[config.mk]
export PLATFORM = sky130hd
export DESIGN_NAME = zt_sram
export DESIGN_NICKNAME = d
export VERILOG_FILES = /design/src/rtl/zt_sram_pkg.sv /design/src/rtl/zt_sram_ctrl.sv /design/src/rtl/zt_sram_stage.sv /design/src/rtl/zt_sram_array.sv /design/src/rtl/zt_sram.sv
export SDC_FILE = /design/constraint.sdc
export NUM_CORES = 2
export LEC_CHECK = 0
export ABC_AREA = 1
export ABC_CLOCK_PERIOD_IN_PS = 2600
export CORE_MARGIN = 1
export CORE_UTILIZATION = 35
export CTS_BUF_LIST = sky130_fd_sc_hd__clkbuf_4
export DETAILED_ROUTE_END_ITERATION = 10
export PLACE_DENSITY = 0.49
export SYNTH_ARGS = -nofsm -noshare
export SYNTH_HDL_FRONTEND = slang
export SYNTH_SLANG_ARGS = --single-unit
[constraint.sdc]
create_clock -name clk_i -period 2.6 [get_ports clk_i]
set_clock_uncertainty 0.1 [all_clocks]
set_input_delay 0.52 -clock clk_i [delete_from_list [all_inputs] [get_ports clk_i]]
set_output_delay 0.52 -clock clk_i [all_outputs]
set_load 0.05 [all_outputs]
[src/rtl/zt_sram_pkg.sv]
package zt_sram_pkg;
  localparam int CMD_W = 2;
  typedef enum logic [CMD_W-1:0] {
    CMD_IDLE = 2'd0,
    CMD_RD   = 2'd1,
    CMD_WR   = 2'd2
  } cmd_e;
endpackage

[src/rtl/zt_sram_ctrl.sv]
module zt_sram_ctrl
  import zt_sram_pkg::*;
#(
  parameter int ADDR_W  = 6,
  parameter int LANES   = 4,
  parameter int BURST_W = 2
) (
  input  logic              clk_i,
  input  logic              rst_ni,
  input  logic              en_i,
  input  logic              cs_a_ni,
  input  logic              cs_b_i,
  input  logic              cs_c_ni,
  input  logic [ADDR_W-1:0] addr_i,
  input  logic              adv_i,
  input  logic              wr_i,
  input  logic [LANES-1:0]  byte_we_i,
  input  logic              lin_burst_i,
  output cmd_e              cmd_o,
  output logic [ADDR_W-1:0] addr_o,
  output logic [LANES-1:0]  be_o
);
  cmd_e                cmd_q, cmd_d;
  logic [ADDR_W-1:0]   addr_q, addr_d, base_q, base_d;
  logic [LANES-1:0]    be_q;
  logic [BURST_W-1:0]  cnt_q, cnt_d, cnt_n, lo_n;
  logic                sel;

  always_comb begin
    sel   = ~cs_a_ni & cs_b_i & ~cs_c_ni;
    cnt_n = cnt_q + 1'b1;
    lo_n  = lin_burst_i ? base_q[BURST_W-1:0] + cnt_n
                        : base_q[BURST_W-1:0] ^ cnt_n;
    if (adv_i) begin
      cmd_d  = cmd_q;
      base_d = base_q;
      cnt_d  = cnt_n;
      addr_d = {base_q[ADDR_W-1:BURST_W], lo_n};
    end else begin
      cmd_d  = !sel ? CMD_IDLE : (wr_i ? CMD_WR : CMD_RD);
      base_d = addr_i;
      cnt_d  = '0;
      addr_d = addr_i;
    end
  end

  always_ff @(posedge clk_i or negedge rst_ni) begin
    if (!rst_ni) begin
      cmd_q  <= CMD_IDLE;
      addr_q <= '0;
      base_q <= '0;
      cnt_q  <= '0;
      be_q   <= '0;
    end else if (en_i) begin
      cmd_q  <= cmd_d;
      addr_q <= addr_d;
      base_q <= base_d;
      cnt_q  <= cnt_d;
      be_q   <= byte_we_i;
    end
  end

  assign cmd_o  = cmd_q;
  assign addr_o = addr_q;
  assign be_o   = be_q;
endmodule

[src/rtl/zt_sram_stage.sv]
module zt_sram_stage #(
  parameter int W = 8
) (
  input  logic         clk_i,
  input  logic         rst_ni,
  input  logic         en_i,
  input  logic [W-1:0] d_i,
  output logic [W-1:0] q_o
);
  always_ff @(posedge clk_i or negedge rst_ni) begin
    if (!rst_ni)   q_o <= '0;
    else if (en_i) q_o <= d_i;
  end
endmodule

[src/rtl/zt_sram_array.sv]
module zt_sram_array #(
  parameter int ADDR_W = 6,
  parameter int LANES  = 4,
  parameter int LANE_W = 9
) (
  input  logic                    clk_i,
  input  logic                    rst_ni,
  input  logic                    en_i,
  input  logic                    rd_i,
  input  logic [ADDR_W-1:0]       raddr_i,
  input  logic                    wr_i,
  input  logic [ADDR_W-1:0]       waddr_i,
  input  logic [LANES-1:0]        wbe_i,
  input  logic [LANES*LANE_W-1:0] wdata_i,
  output logic [LANES*LANE_W-1:0] dout_o,
  output logic                    valid_o
);
  localparam int DATA_W = LANES * LANE_W;
  localparam int DEPTH  = 2 ** ADDR_W;

  logic [DATA_W-1:0] mem [DEPTH];
  logic [DATA_W-1:0] merged;
  logic              hit;

  always_ff @(posedge clk_i) begin
    if (en_i && wr_i) begin
      for (int l = 0; l < LANES; l++) begin
        if (wbe_i[l]) mem[waddr_i][l*LANE_W +: LANE_W] <= wdata_i[l*LANE_W +: LANE_W];
      end
    end
  end

  // a write committing on this edge is bypassed into the read
  always_comb begin
    hit    = wr_i && (waddr_i == raddr_i);
    merged = mem[raddr_i];
    for (int l = 0; l < LANES; l++) begin
      if (hit && wbe_i[l]) merged[l*LANE_W +: LANE_W] = wdata_i[l*LANE_W +: LANE_W];
    end
  end

  always_ff @(posedge clk_i or negedge rst_ni) begin
    if (!rst_ni) begin
      dout_o  <= '0;
      valid_o <= 1'b0;
    end else if (en_i) begin
      valid_o <= rd_i;
      if (rd_i) dout_o <= merged;
    end
  end
endmodule

[src/rtl/zt_sram.sv]
module zt_sram
  import zt_sram_pkg::*;
#(
  parameter int ADDR_W  = 6,
  parameter int LANES   = 4,
  parameter int LANE_W  = 9,
  parameter int BURST_W = 2
) (
  input  logic                    clk_i,
  input  logic                    rst_ni,
  input  logic                    clk_en_i,
  input  logic                    cs_a_ni,
  input  logic                    cs_b_i,
  input  logic                    cs_c_ni,
  input  logic [ADDR_W-1:0]       addr_i,
  input  logic                    adv_i,
  input  logic                    wr_i,
  input  logic [LANES-1:0]        byte_we_i,
  input  logic                    oe_i,
  input  logic                    sleep_i,
  input  logic                    lin_burst_i,
  input  logic [LANES*LANE_W-1:0] data_i,
  output logic [LANES*LANE_W-1:0] data_o,
  output logic                    data_oe_o
);
  localparam int DATA_W = LANES * LANE_W;
  localparam int REQ_W  = CMD_W + ADDR_W + LANES;
  localparam int NSTG   = 3;

  logic                    en;
  cmd_e                    cmd0, cmd_rd, cmd_wr;
  logic [ADDR_W-1:0]       addr0;
  logic [LANES-1:0]        be0;
  logic [NSTG-1:0][REQ_W-1:0] req;
  logic [DATA_W-1:0]       dout;
  logic                    rd_valid;

  assign en = clk_en_i & ~sleep_i;

  zt_sram_ctrl #(.ADDR_W(ADDR_W), .LANES(LANES), .BURST_W(BURST_W)) u_ctrl (
    .clk_i, .rst_ni, .en_i(en), .cs_a_ni, .cs_b_i, .cs_c_ni, .addr_i, .adv_i,
    .wr_i, .byte_we_i, .lin_burst_i, .cmd_o(cmd0), .addr_o(addr0), .be_o(be0)
  );

  assign req[0] = {cmd0, addr0, be0};

  for (genvar s = 1; s < NSTG; s++) begin : g_stage
    zt_sram_stage #(.W(REQ_W)) u_stage (
      .clk_i, .rst_ni, .en_i(en), .d_i(req[s-1]), .q_o(req[s])
    );
  end

  assign cmd_rd = cmd_e'(req[1][REQ_W-1 -: CMD_W]);
  assign cmd_wr = cmd_e'(req[2][REQ_W-1 -: CMD_W]);

  zt_sram_array #(.ADDR_W(ADDR_W), .LANES(LANES), .LANE_W(LANE_W)) u_array (
    .clk_i, .rst_ni, .en_i(en),
    .rd_i(cmd_rd == CMD_RD), .raddr_i(req[1][LANES +: ADDR_W]),
    .wr_i(cmd_wr == CMD_WR), .waddr_i(req[2][LANES +: ADDR_W]),
    .wbe_i(req[2][LANES-1:0]), .wdata_i(data_i),
    .dout_o(dout), .valid_o(rd_valid)
  );

  assign data_o    = dout;
  assign data_oe_o = rd_valid & oe_i & ~sleep_i;
endmodule

Word-level counts from Yosys, hierarchy flattened
Memories as Yosys holds them, arrays and structs flattened. A register that Yosys moved wholly into a read port is not among the register bits.
Cells that the tools add are included.
- memories kept: 1
- memory bits (writable): 2304
- output and inout port bits: 37
- register bits after elaboration: 45
- bits of input ports: 57
- equal/unequal tests: 2
- $add $sub $neg: 2
- reductions and logical operators: 4
- bitwise operators: 10
- mux-type cells: 17
- memory list (memory ; words ; bits a word ; rd ports ; clocked after Yosys merged registers in ; write ports ; RTL line ; text):
    u_array.mem ; 64 ; 36 ; 1 ; 1 ; 1 ; zt_sram_array.sv:21 ; logic [DATA_W-1:0] mem [DEPTH];
- operators with widths (operator ; count):
    $mux W1 ; 12
    $mux W2 ; 4
    $mux W6 ; 1
    $and A1 B1 Y1 ; 5
    $not A1 Y1 ; 4
    $reduce_and A2 Y1 ; 2
    $add A2 B1 Y2 const B ; 1
    $add A2 B2 Y2 ; 1
    $eq A2 B1 Y1 const B ; 1
    $eq A2 B2 Y1 const B ; 1
    $xor A2 B2 Y2 ; 1
    $logic_and A1 B1 Y1 ; 1
    $logic_not A1 Y1 ; 1

Longest topological paths before layout
- word-level depth: 5
- depth in mapped cells: 14
- depth with buffers taken out: 11

Cells and area by module
From an unflattened synthesis, not the netlist that was laid out.
- cell total of the unflattened synthesis: 8321
- area total of the unflattened synthesis: 96775.3 um2
- modules (own cells, without submodules) (module ; times used ; area an instance (um2) ; seq. area each (um2) ; cells each):
    zt_sram_array ; 1 ; 94977.3 ; 70112.2 ; 8116
    zt_sram_stage ; 2 ; 457.9 ; 300.3 ; 51
    zt_sram_ctrl ; 1 ; 849.6 ; 500.5 ; 95
    zt_sram ; 1 ; 32.5 ; 0.0 ; 8

Worst setup path before layout
OpenSTA, ideal clock, no wires.
- path type: input -> register
- start: in clk_en_i
- end: mem u_array.mem[10][0] in the netlist's numbering (enable)
- path buffers: 1
- stages: 7
- path slack: 0.298 ns
- arrival time: 1.828 ns
- setup time: 0.374 ns
- required time: 2.126 ns
- cell sequence: inv_1 nor2_2 nand3_1 inv_2 nand2_1 clkbuf_1 nor2_1
- longest elaborated chain between the ends: 4
- RTL lines (item ; RTL line ; text):
    from (decl) ; zt_sram.sv:11 ; input logic clk_en_i,
    $and A1 B1 Y1 ; zt_sram.sv:38 ; assign en = clk_en_i & ~sleep_i;
    $logic_and A1 B1 Y1 ; zt_sram_array.sv:26 ; if (en_i && wr_i) begin
    $mux W1 ; zt_sram_array.sv:26 ;
    $mux W1 (implied by the code) ; zt_sram_array.sv:28 ; if (wbe_i[l]) mem[waddr_i][l*LANE_W +: LANE_W] <= wdata_i[l*LANE_W +: LANE_W];
    to (decl) ; zt_sram_array.sv:21 ;
Every way passes these cells.

Worst setup path in the final report
- start: reg u_array.valid_o
- end: out data_oe_o
- longest elaborated chain between the ends: 2
- RTL lines (item ; RTL line ; text):
    from (decl) ; zt_sram_array.sv:16 ; output logic valid_o
    from (signal assigned) ; zt_sram_array.sv:47 ; valid_o <= rd_i;
    $and A1 B1 Y1 (2 in series) ; zt_sram.sv:65 ; assign data_oe_o = rd_valid & oe_i & ~sleep_i;
    to (decl) ; zt_sram.sv:24 ; output logic data_oe_o
Every way passes these cells.

==> impl_metrics.json <==
{
  "status": "finished with violations",
  "failed_checks": "setup timing",
  "clk_latency_ns": 1.32,
  "muxShareOfSynthArea_pct": 0,
  "critical_path_arrival_ns": 2.16,
  "grt_max_degree": 137,
  "first_pass_iters": 8,
  "start_util_pct": 35.2,
  "min_period_ns": 2.78,
  "grt-ovfl-total": 0,
  "place_congestion": 0.909,
  "core-area_mm2": 0.274,
  "synth_top_family_by_area": "simple AND/OR/NAND/NOR gates",
  "final_cell_mix": "nand2_1 (2,707), edfxtp_1 (2,304), nand3_1 (2,115)",
  "final_nets": 9404,
  "synthTopCellsByArea": "edfxtp_1 (72%), nand3_1 (11%), nand2_1 (11%)",
  "fin_util_pct": 43.0,
  "cts_tree": "done",
  "synth_cell_types": 24,
  "yosysSeqAreaShare_pct": 73.7,
  "avgSynthCellArea_um2": 11.7,
  "internal-power_mw": 67.7,
  "syn_inst": 8271,
  "antenna_found_initial": 39,
  "synth_nets": 8329,
  "clkPwrFrac_pct": 34.1,
  "cts_buffers": 642,
  "htree_levels": 6,
  "leakage_nw": 43.7,
  "fin_crit_sh_pct": 107,
  "start_kind": "register",
  "num_rows": 192,
  "cp-end-kind": "output pin",
  "yosys.area_share.adder_pct": 0.0130,
  "final_common_cell": "nand2_1",
  "dp_hpwl_mm": 224,
  "slew-limit-headroom_pct": 40.7,
  "viasPerCell": 5.15,
  "maxCapViolCount": 0,
  "worst_slack_ns": -0.179,
  "ys_warn_count": 0,
  "swShare_pct": 31.8,
  "rsz0062_at_grt": "yes",
  "drive_above_1_share_pct": 20.8,
  "grt_pass1_vias": 68700,
  "synth-compound-area-share_pct": 0.403,
  "detail-route-antenna-nets": 0,
  "cts_root_buf": "clkbuf_4",
  "clock_path_buffers": 4,
  "slew_viol_final": 0,
  "post_drt_wl_per_cell_um": 24.7,
  "vias": 69700,
  "yosys.area.top_type": "edfxtp_1",
  "powerDensity_mw_per_mm2": 843,
  "synth_xor_area_share_pct": 0.0272,
  "drtIter0Drc": 7019,
  "cts_sinks": 2385,
  "areaGrowthSynthToFinish_pct": 21.9,
  "fp.dieW_um": 527,
  "die_area_mm2": 0.278,
  "power_mw": 99.3,
  "path_clk_slew_ns": 0.06,
  "worst-slew-pin-transition_ns": 0.890,
  "setup_viol": 19,
  "min_path_type": "input pin to register",
  "p_switching_mw": 31.5,
  "port_buffers": 93,
  "hold_violations": 0,
  "grt_usage_pct": 23.5,
  "cp_max_fo": 2,
  "path_class": "register to output pin",
  "netlist_area_mm2": 0.0966,
  "pwr-share-seq_pct": 43.8,
  "grt_pass1_wl_mm": 474,
  "die_h_um": 527,
  "synth_top_area_share_pct": 71.6,
  "cp_data_required_time_ns": 1.98,
  "synth-simple-area-share_pct": 23.1,
  "drc": 0,
  "wl_mm": 334,
  "ir_drop_mv": 0.399,
  "max_freq_mhz": 360,
  "pin_count": 94,
  "pwr-share-comb_pct": 22.2,
  "synth_seq_cells": 2385
}
==> cell families after synthesis <==
| family | Yosys count |
|---|---|
| AOI/OAI and AO/OA | 75 |
| xor gates and xnor gates | 3 |
| adders and majority gates | 1 |
| buffers and inverters | 609 |
| DFF | 2385 |
| and+or+nand+nor | 5198 |
==> power by group through the flow <==
stage                     sequential (mW)  combinational (mW)  clock, mW
after global routing                 43.4                23.6       36.5
after floorplan                      44.5                10.5          0
after CTS                            43.4                21.3       34.7
final                                43.4                22.0       33.8
after detailed placement             44.1                20.9          0
after global placement               44.2                20.9          0
==> critical path: stages (launching register included) <==
cell     delay [ns]
dfrtp_2        0.49
nand2_2        0.10
nor2_4         0.10
buf_12         0.14
==> layer usage <==
| layer | track usage (%) | vias up | routed length [µm] |
|---|---|---|---|
| met4 | 9.08 | 16 | 11500 |
| met5 | 0 | - | 101 |
| met2 | 37.4 | 2974 | 156000 |
| met1 | 31.7 | 34300 | 141000 |
| met3 | 4.43 | 534 | 24900 |
| li1 | - | 31800 | - |
==> state kept, by name (all words and copies together), names as in the netlist <==
name,cells
g_stage.u_stage.q_o,24
u_array.dout_o,36
u_array.mem,2304
u_array.valid_o,1
u_ctrl.addr_o,6
u_ctrl.base_q,6
u_ctrl.be_o,4
u_ctrl.cmd_o,2
u_ctrl.cnt_q,2
==> final cells by class <==
cell class	count	area [µm²]
Inverter	65	287
Multi-Input combinational cell	5277	23200
Sequential cell	2385	71300
Tap cell	3686	4610
Clock buffer	960	7210
Fill cell	26100	156000
Timing Repair Buffer	975	10100
Clock inverter	160	1030
Antenna cell	10	25.0
==> cell usage after synthesis (all sizes together) <==
cell type and n:
nor3b 1, buf 362, clkbuf 182, xor2 2, xnor2 1, o21ai 69, dfrtp 81, ha 1
clkinv 1, edfxtp 2304, nand2 2732, nor3 17, nor2 260, nand3 2185, inv 64, o22ai 1
o211ai 5, nand4 3
==> final timing paths <==
kind	startpoint	endpoint	slack [ns]	cells after the start
worst max-delay path	u_array.valid_o$_DFFE_PN0N_	data_oe_o	-0.18	3
worst min-delay path	data_i[6]	u_array.mem[5][6]$_DFFE_PP_	0.14	2
worst max register to register	g_stage[1].u_stage.q_o[4]$_DFFE_PN0N_	u_array.dout_o[12]$_DFFE_PN0P_	-0.02	14
worst min register to register	u_ctrl.be_o[1]$_DFFE_PN0N_	g_stage[1].u_stage.q_o[1]$_DFFE_PN0N_	0.35	2
max in group asynchronous	rst_ni	u_array.dout_o[12]$_DFFE_PN0P_	1.16	6
min in group asynchronous	rst_ni	u_array.dout_o[22]$_DFFE_PN0P_	0.68	5
==> stage by stage <==
stage / hold WS (ns) / cell area, µm² / std cells / setup TNS, ns / worst slack (ns)
after global placement: 0.359 / 108000 / 12300 / -100.83 / -0.271
after CTS: 0.00433 / 117000 / 13500 / -5.46 / -0.328
final: 0.140 / 118000 / 13500 / -0.802 / -0.179
after floorplan: 0.124 / 96600 / 8271 / 0 / 0.298
after detailed placement: 0.362 / 108000 / 12300 / -117.37 / -0.281
after global routing: 0.0812 / 118000 / 13500 / -2.54 / -0.258
==> timing repair <==
item	4_1_cts	5_1_grt
hold endpoints to repair	2446	0
resized for setup	283	124
buffers inserted	6	15
cloned	0	6
hold buffers	69	0
endpoints found under the setup margin	45	71
pin swaps	1	14
Power figures use the tool's default switching activity.
